`config.mk`:
```
export PLATFORM = sky130hd
export DESIGN_NAME = eeprom_cmd_ctrl
export DESIGN_NICKNAME = d
export VERILOG_FILES = /design/src/rtl/eeprom_cmd_pkg.sv /design/src/rtl/eeprom_dev_decode.sv /design/src/rtl/eeprom_page_buf.sv /design/src/rtl/eeprom_store.sv /design/src/rtl/eeprom_cmd_ctrl.sv
export SDC_FILE = /design/constraint.sdc
export NUM_CORES = 2
export LEC_CHECK = 0
export BUFFER_PORTS_ARGS = -buffer_cell sky130_fd_sc_hd__buf_4
export CAP_MARGIN = 5
export CELL_PAD_IN_SITES_DETAIL_PLACEMENT = 0
export CELL_PAD_IN_SITES_GLOBAL_PLACEMENT = 2
export CORE_MARGIN = 2
export CORE_UTILIZATION = 46
export CTS_CLUSTER_DIAMETER = 30
export DETAILED_ROUTE_END_ITERATION = 7
export GPL_TIMING_DRIVEN = 0
export PLACE_DENSITY = 0.88
export SYNTH_ARGS = -nofsm -noshare
export SYNTH_HDL_FRONTEND = slang
export SYNTH_SLANG_ARGS = --single-unit
export TNS_END_PERCENT = 30
```
`constraint.sdc`:
```
create_clock -name clk -period 3.2 [get_ports clk]
set_input_delay 0.64 -clock clk [delete_from_list [all_inputs] [get_ports clk]]
set_output_delay 0.64 -clock clk [all_outputs]
set_load 0.03 [all_outputs]
```
`src/rtl/eeprom_cmd_pkg.sv`:
```
// Package: shared state type, opcode values and the serial-number generator.
// Assumes: consumers import it before declaring ports or types that use it.
package eeprom_cmd_pkg;

    localparam logic [3:0] OP_MAIN = 4'hA;
    localparam logic [3:0] OP_SEC  = 4'hB;

    typedef enum logic [2:0] {
        S_IDLE,
        S_DEV,
        S_MADR,
        S_WDAT,
        S_RDAT,
        S_REND,
        S_BUSY
    } ctrl_state_e;

    // Fixed serial-number byte at read-only security index i.
    function automatic logic [7:0] serial_byte(input int i);
        return 8'(i * 37 + 5);
    endfunction

endpackage

```
`src/rtl/eeprom_dev_decode.sv`:
```
// Device address byte decoder: splits out the opcode, compares the slave address.
// Assumes: the caller applies the result only to the first byte after a start.
module eeprom_dev_decode #(
    parameter logic [2:0] SLAVE_ADDR = 3'b010
) (
    input  logic [7:0] dev_byte_i,
    output logic       hit_o,
    output logic       sec_o,
    output logic       rd_o
);
    import eeprom_cmd_pkg::*;

    logic [3:0] opcode;

    // Combine the opcode check and the slave address match.
    always_comb begin
        opcode = dev_byte_i[7:4];
        sec_o  = (opcode == OP_SEC);
        rd_o   = dev_byte_i[0];
        hit_o  = ((opcode == OP_MAIN) || (opcode == OP_SEC)) &&
                 (dev_byte_i[3:1] == SLAVE_ADDR);
    end

endmodule

```
`src/rtl/eeprom_page_buf.sv`:
```
// Page write buffer: one byte slot per column of a page, with a valid mask.
// Assumes: clear_i and wr_i are never high in the same cycle.
module eeprom_page_buf #(
    parameter int PAGE_BYTES = 8,
    localparam int COL_W = $clog2(PAGE_BYTES)
) (
    input  logic                        clk,
    input  logic                        rst_n,
    input  logic                        clear_i,
    input  logic                        wr_i,
    input  logic [COL_W-1:0]            col_i,
    input  logic [7:0]                  data_i,
    output logic [PAGE_BYTES-1:0][7:0]  data_o,
    output logic [PAGE_BYTES-1:0]       mask_o
);

    // Store a byte at its column; a later byte in the same column replaces it.
    always_ff @(posedge clk) begin
        if (!rst_n || clear_i) begin
            mask_o <= '0;
            data_o <= '0;
        end else if (wr_i) begin
            mask_o[col_i] <= 1'b1;
            data_o[col_i] <= data_i;
        end
    end


    slot_mark_chk: assert property (@(posedge clk) disable iff (!rst_n)
        (wr_i && !clear_i) |=> (mask_o[$past(col_i)] && data_o[$past(col_i)] == $past(data_i)));

endmodule

```
`src/rtl/eeprom_store.sv`:
```
// Storage: main array, writable upper half of the security region, and a
// computed read-only serial number in its lower half. Writes come one page at a time.
// Assumes: page_i addresses a page inside the region selected by commit_sec_i.
module eeprom_store #(
    parameter int MAIN_BYTES = 128,
    parameter int SEC_BYTES  = 32,
    parameter int PAGE_BYTES = 8,
    localparam int ADDR_W = $clog2(MAIN_BYTES),
    localparam int SEC_W  = $clog2(SEC_BYTES),
    localparam int COL_W  = $clog2(PAGE_BYTES),
    localparam int PAGE_W = ADDR_W - COL_W,
    localparam int LOCK   = SEC_BYTES / 2,
    localparam int LOCK_W = $clog2(LOCK)
) (
    input  logic                        clk,
    input  logic                        rst_n,
    input  logic                        sec_i,
    input  logic [ADDR_W-1:0]           addr_i,
    output logic [7:0]                  rdata_o,
    input  logic                        commit_i,
    input  logic                        commit_sec_i,
    input  logic [PAGE_W-1:0]           page_i,
    input  logic [PAGE_BYTES-1:0][7:0]  wdata_i,
    input  logic [PAGE_BYTES-1:0]       wmask_i
);
    import eeprom_cmd_pkg::*;

    logic [7:0] main_q [MAIN_BYTES];
    logic [7:0] user_q [LOCK];
    int         sidx;

    // Erase to 0xFF on reset; on commit write every valid slot of the page.
    always_ff @(posedge clk) begin
        if (!rst_n) begin
            for (int i = 0; i < MAIN_BYTES; i++) main_q[i] <= 8'hFF;
            for (int i = 0; i < LOCK; i++)       user_q[i] <= 8'hFF;
        end else if (commit_i) begin
            for (int s = 0; s < PAGE_BYTES; s++) begin
                if (wmask_i[s]) begin
                    if (!commit_sec_i) begin
                        main_q[ADDR_W'(int'(page_i) * PAGE_BYTES + s)] <= wdata_i[s];
                    end else if ((int'(page_i) * PAGE_BYTES + s) >= LOCK &&
                                 (int'(page_i) * PAGE_BYTES + s) < SEC_BYTES) begin
                        user_q[LOCK_W'(int'(page_i) * PAGE_BYTES + s - LOCK)] <= wdata_i[s];
                    end
                end
            end
        end
    end

    // Read port: the serial number is computed, the other bytes come from registers.
    always_comb begin
        sidx = int'(addr_i[SEC_W-1:0]);
        if (!sec_i)
            rdata_o = main_q[addr_i];
        else if (sidx < LOCK)
            rdata_o = serial_byte(sidx);
        else
            rdata_o = user_q[LOCK_W'(sidx - LOCK)];
    end

endmodule

```
`src/rtl/eeprom_cmd_ctrl.sv`:
```
// Command front end: answers device/address/data bytes, runs reads and page
// writes, and holds off all traffic during the programmable busy period.
// Assumes: start_i, stop_i and byte_valid_i are one-cycle markers that never coincide.
module eeprom_cmd_ctrl #(
    parameter int         MAIN_BYTES  = 128,
    parameter int         SEC_BYTES   = 32,
    parameter int         PAGE_BYTES  = 8,
    parameter int         BUSY_CYCLES = 16,
    parameter logic [2:0] SLAVE_ADDR  = 3'b010
) (
    input  logic       clk,
    input  logic       rst_n,
    input  logic       start_i,
    input  logic       stop_i,
    input  logic       byte_valid_i,
    input  logic [7:0] byte_i,
    output logic       resp_valid_o,
    output logic       resp_ack_o,
    input  logic       rd_req_i,
    input  logic       host_nack_i,
    output logic       rd_valid_o,
    output logic [7:0] rd_data_o,
    output logic       busy_o
);
    import eeprom_cmd_pkg::*;

    localparam int ADDR_W = $clog2(MAIN_BYTES);
    localparam int SEC_W  = $clog2(SEC_BYTES);
    localparam int COL_W  = $clog2(PAGE_BYTES);
    localparam int PAGE_W = ADDR_W - COL_W;
    localparam int CNT_W  = $clog2(BUSY_CYCLES + 1);

    ctrl_state_e                 st_q;
    logic [ADDR_W-1:0]           ptr_q;
    logic                        sec_q;
    logic [CNT_W-1:0]            cnt_q;
    logic                        dev_hit, dev_sec, dev_rd;
    logic                        live, ack_now, buf_clr, buf_wr, commit, rd_fire;
    logic [PAGE_BYTES-1:0][7:0]  buf_data;
    logic [PAGE_BYTES-1:0]       buf_mask;
    logic [7:0]                  mem_rdata;
    logic [ADDR_W-1:0]           ptr_cap, ptr_col_inc, ptr_rd_inc;

    eeprom_dev_decode #(.SLAVE_ADDR(SLAVE_ADDR)) dec_i (
        .dev_byte_i (byte_i),
        .hit_o      (dev_hit),
        .sec_o      (dev_sec),
        .rd_o       (dev_rd)
    );

    eeprom_page_buf #(.PAGE_BYTES(PAGE_BYTES)) pbuf_i (
        .clk     (clk),
        .rst_n   (rst_n),
        .clear_i (buf_clr),
        .wr_i    (buf_wr),
        .col_i   (ptr_q[COL_W-1:0]),
        .data_i  (byte_i),
        .data_o  (buf_data),
        .mask_o  (buf_mask)
    );

    eeprom_store #(
        .MAIN_BYTES (MAIN_BYTES),
        .SEC_BYTES  (SEC_BYTES),
        .PAGE_BYTES (PAGE_BYTES)
    ) store_i (
        .clk          (clk),
        .rst_n        (rst_n),
        .sec_i        (sec_q),
        .addr_i       (ptr_q),
        .rdata_o      (mem_rdata),
        .commit_i     (commit),
        .commit_sec_i (sec_q),
        .page_i       (ptr_q[ADDR_W-1:COL_W]),
        .wdata_i      (buf_data),
        .wmask_i      (buf_mask)
    );

    // Decide acknowledge, buffer actions, commit and read firing for this cycle.
    always_comb begin
        live        = (st_q != S_BUSY) && !start_i && !stop_i;
        ack_now     = live && byte_valid_i &&
                      ((st_q == S_DEV && dev_hit) || st_q == S_MADR || st_q == S_WDAT);
        buf_clr     = (st_q != S_BUSY) && (start_i || (live && byte_valid_i && st_q == S_MADR));
        buf_wr      = live && byte_valid_i && st_q == S_WDAT;
        commit      = (st_q == S_WDAT) && !start_i && stop_i && (|buf_mask);
        rd_fire     = live && rd_req_i && st_q == S_RDAT;
        ptr_cap     = sec_q ? ADDR_W'(byte_i[SEC_W-1:0]) : byte_i[ADDR_W-1:0];
        ptr_col_inc = {ptr_q[ADDR_W-1:COL_W], ptr_q[COL_W-1:0] + COL_W'(1)};
        ptr_rd_inc  = sec_q ? ADDR_W'(ptr_q[SEC_W-1:0] + SEC_W'(1)) : ptr_q + ADDR_W'(1);
    end

    // Command state machine, pointer and busy counter.
    always_ff @(posedge clk) begin
        if (!rst_n) begin
            st_q  <= S_IDLE;
            ptr_q <= '0;
            sec_q <= 1'b0;
            cnt_q <= '0;
        end else if (st_q == S_BUSY) begin
            if (cnt_q == CNT_W'(BUSY_CYCLES - 1)) begin
                st_q  <= S_IDLE;
                cnt_q <= '0;
            end else begin
                cnt_q <= cnt_q + CNT_W'(1);
            end
        end else if (start_i) begin
            st_q <= S_DEV;
        end else if (stop_i) begin
            st_q  <= commit ? S_BUSY : S_IDLE;
            cnt_q <= '0;
        end else if (byte_valid_i) begin
            case (st_q)
                S_DEV: begin
                    if (dev_hit) begin
                        sec_q <= dev_sec;
                        st_q  <= dev_rd ? S_RDAT : S_MADR;
                    end else begin
                        st_q  <= S_IDLE;
                    end
                end
                S_MADR: begin
                    ptr_q <= ptr_cap;
                    st_q  <= S_WDAT;
                end
                S_WDAT:  ptr_q <= ptr_col_inc;
                default: st_q  <= st_q;
            endcase
        end else if (rd_fire) begin
            ptr_q <= ptr_rd_inc;
        end else if (st_q == S_RDAT && host_nack_i) begin
            st_q <= S_REND;
        end
    end

    // Registered byte response and read data.
    always_ff @(posedge clk) begin
        if (!rst_n) begin
            resp_valid_o <= 1'b0;
            resp_ack_o   <= 1'b0;
            rd_valid_o   <= 1'b0;
            rd_data_o    <= '0;
        end else begin
            resp_valid_o <= byte_valid_i;
            resp_ack_o   <= ack_now;
            rd_valid_o   <= rd_fire;
            if (rd_fire) rd_data_o <= mem_rdata;
        end
    end

    assign busy_o = (st_q == S_BUSY);


    resp_follows_chk: assert property (@(posedge clk) disable iff (!rst_n)
        byte_valid_i |=> resp_valid_o);


    busy_silent_chk: assert property (@(posedge clk) disable iff (!rst_n)
        (busy_o && resp_valid_o) |-> !resp_ack_o);


    busy_after_stop_chk: assert property (@(posedge clk) disable iff (!rst_n)
        $rose(busy_o) |-> $past(stop_i));


    busy_bound_chk: assert property (@(posedge clk) disable iff (!rst_n)
        busy_o |-> (cnt_q < CNT_W'(BUSY_CYCLES)));


    rd_follows_req_chk: assert property (@(posedge clk) disable iff (!rst_n)
        rd_valid_o |-> $past(rd_req_i));


    rd_quiet_chk: assert property (@(posedge clk) disable iff (!rst_n)
        (st_q == S_REND) |=> !rd_valid_o);

endmodule

```
==> flow_summary.yaml <==
layout:
  fin_nets: 4708
  nFillCells: 9664
  mostFrequentLayoutCell: "edfxtp_1"
  ff_latch_area_um2: 36600
  drive_gt1_frac: 0.252
  final_cell_mix: "edfxtp_1 (1,152), or3_1 (1,028), mux2i_1 (371), clkbuf_16 (287), clkbuf_1 (283)"
  multi_input_area_um2: 20100
  syn_to_final_growth_pct: 25.4
  stdcell_count: 6602
pwr:
  p_leak_nw: 18.7
  seq_power_share: 0.379
  power.density_nw_per_um2: 651
  comb_power_share: 0.034
  pwr-share-clk: 0.587
  power_switching_mw: 10.5
  switching_share: 0.222
  internal_power_mw: 36.6
  vdd_drop_max_mv: 0.448
synth:
  ys_seq_area_frac: 0.634
  synth_area_leader_cell: "edfxtp_1"
  ys_ff_latch: 1251
  synth_cells: 4231
  ys.flop_type: "edfxtp_1"
  synth_fp_nets: 4260
  avgSynthCellArea_um2: 13.6
  syn_area_um2: 57700
  ys_types: 54
  synth.area.top_cells: "edfxtp_1 (60%), or3_1 (11%), mux2i_1 (6.4%)"
  synth_async_sr_flop_share: 0
  yosys_warnings: 0
  synth-edff-count: 1152
  yosysTopAreaCellShare: 0.600
route:
  ant_nets: 0
  drtIter0Drc: 9619
  drc: 11
  wl_um: 289000
  post_drt_wl_per_cell_um: 43.8
  detail_route.vias_per_cell: 7.14
  num_vias: 47162
  drtPass1Iterations: 8
clock_network:
  cts_max_path_buffers: 4
  cts_buffers: 274
  h-tree-depth: 5
  clk_pin_slew_worst_paths_ns: 0.05
  cts-root-buf: "clkbuf_16"
  worstSkewPairLatency_ns: 0.92
  tritoncts: "built"
  cts_sinks: 1251
  holdBufCountCts: 0
sta:
  finalSetupViolations: 131
  finalHoldViolations: 0
  min_period_ns: 3.39
  fin_ws_ns: -0.186
  worst_pin_slew_ns: 1.59
  timing.slew.headroom: -0.0596
  fmax_mhz: 295
  drv_slew: 100
  fin_tns_setup_ns: -3.05
  finalCritPeriodShare: 1.06
  skew_ns: 0.0535
run_status:
  violations: "design-rule violations, max-capacitance violations, max-slew violations, negative setup slack"
  status: "complete, but fails checks"
place:
  place_ws_ns: -2.32
  gp_congestion: 1.07
  dp_hpwl_um: 192000
  dp.cells: 5937
  numPortBuffers: 19
setup_path:
  r2r_slack_ns: -0.19
  timing.rr.end: "rd_data_o[0]$_SDFFE_PN0P_"
  critPathRequiredTime_ns: 3.96
  ff2ff_path_depth: 8
  crit_path_end_kind: "register"
  rr_startpoint: "ptr_q[2]$_SDFFE_PN0P_"
  worstSetupPathType: "register to register"
  arrival_ns: 4.14
  critPathCapture: "rd_data_o[0]$_SDFFE_PN0P_"
  startpoint: "ptr_q[2]$_SDFFE_PN0P_"
  crit_path_start_kind: "register"
  critPathMaxFanout: 10
floorplanning:
  start_util: 0.465
  rows: 129
  core_area_um2: 124000
  chipHeight_um: 358
  dieArea_um2: 128000
  die_w_um: 358
  ioPinCount: 27
global_route:
  track_usage: 0.449
  grt-ovfl-total: 0
  grt_pass1_wl_um: 377000
  grt_pass1_vias: 43820
  antenna_found_initial: 91
  grt_max_degree: 17
hold_path:
  hold_path.class: "input pin to register"
flow_run:
  maxCapViolations: 10
-- cell usage after synthesis (all sizes together), types with 2 or more instances --
library cell  count
a2111oi           9
a211oi            7
a21oi            50
a22oi           132
a31oi             7
a41oi            16
and2              4
and3              5
buf             101
clkbuf          369
dfxtp            99
edfxtp         1152
fa                2
ha               12
inv              10
mux2              3
mux2i           371
mux4            158
nand2           149
nand2b            8
nand3            78
nand3b            3
nand4             2
nor2             81
nor2b             8
nor3             10
nor4              3
o211ai            5
o21ai           159
o221ai            5
o22ai            35
or2             131
or3            1028
xnor2             4
xor2              4
-- worst max-delay path, cell delays in order, from the launching register on --
cell and delay (ns):
dfxtp_2 0.51, buf_2 0.38, clkdlybuf4s15_2 0.55, mux4_2 0.40
mux2i_1 0.40, o22ai_1 0.22, o21ai_1 0.50, and3_1 0.23
nor3_1 0.05
-- sequential cells by signal (all words and copies together) (netlist names) --
register,cells
pbuf_i.data_o,64
cnt_q,5
rd_valid_o,1
sec_q,1
ptr_q,7
pbuf_i.mask_o,8
store_i.main_q,1024
resp_ack_o,1
st_q,3
rd_data_o,8
resp_valid_o,1
store_i.user_q,128
-- power by group through the flow --
stage | registers [mW] | clock network (mW) | logic [mW]
6_report | 17.8 | 27.6 | 1.58
5_1_grt | 17.8 | 28.2 | 1.56
2_1_floorplan | 18.1 | 0 | 0.644
3_3_place_gp | 18.2 | 0 | 1.19
4_1_cts | 17.8 | 27.3 | 1.45
3_5_place_dp | 18.2 | 0 | 1.24
-- worst min path at each step --
stage | endpoint | from | slack, ns | cells after the start
after floorplan | cnt_q[4]$_SDFFE_PN0P_ | cnt_q[4]$_SDFFE_PN0P_ | 0.42 | 2
after global placement | cnt_q[4]$_SDFFE_PN0P_ | cnt_q[4]$_SDFFE_PN0P_ | 0.44 | 2
after detailed placement | cnt_q[4]$_SDFFE_PN0P_ | cnt_q[4]$_SDFFE_PN0P_ | 0.44 | 2
after CTS | st_q[0]$_SDFFE_PN0P_ | start_i | 0.19 | 4
after global routing | resp_valid_o$_SDFF_PN0_ | byte_valid_i | 0.21 | 3
final | resp_valid_o$_SDFF_PN0_ | byte_valid_i | 0.21 | 3
-- metal layers --
metal / global-route usage / vias up / wire [um]
met2: 0.612 / 5156 / 118000
li1: - / 17450 / -
met1: 0.517 / 23046 / 93000
met5: 0.00704 / - / 592
met3: 0.250 / 1478 / 50200
met4: 0.352 / 32 / 27100
-- logic make-up after synthesis --
family | Yosys count | share of synthesized area
fa+ha+maj | 14 | 0.00330
compound gates | 432 | 0.0473
xor+xnor | 8 | 0.00122
mux | 532 | 0.127
simple gates | 1513 | 0.154
flops | 1251 | 0.634
buf+inv | 481 | 0.0335
-- cell type report --
| cell class | count | share of cell area |
|---|---|---|
| inverters | 11 | 0.000623 |
| clock buffers | 316 | 0.101 |
| flip-flops and latches | 1251 | 0.506 |
| plain buffers | 466 | 0.0348 |
| diodes | 91 | 0.00315 |
| well taps | 1637 | 0.0283 |
| repair buffers | 176 | 0.0266 |
| multi-input cells | 2499 | 0.277 |
| clock inverters | 155 | 0.0220 |
-- stage by stage --
| stage | instance area [um2] | hold slack (ns) | utilization | power [mW] |
|---|---|---|---|---|
| after detailed placement | 60400 | 0.441 | 0.487 | 19.4 |
| after global placement | 59800 | 0.438 | 0.482 | 19.3 |
| after CTS | 71500 | 0.186 | 0.576 | 46.6 |
| after floorplan | 57700 | 0.423 | - | 18.8 |
| final | 72300 | 0.209 | 0.582 | 47.1 |
| after global routing | 72100 | 0.214 | 0.581 | 47.6 |
-- repair_timing --
item,CTS,global route
setup buffers,88,3
setup endpoints to repair,2242,980
gates cloned,0,1
resized for setup,488,121
pin swaps,66,3
(Power assumes the default switching activity.)
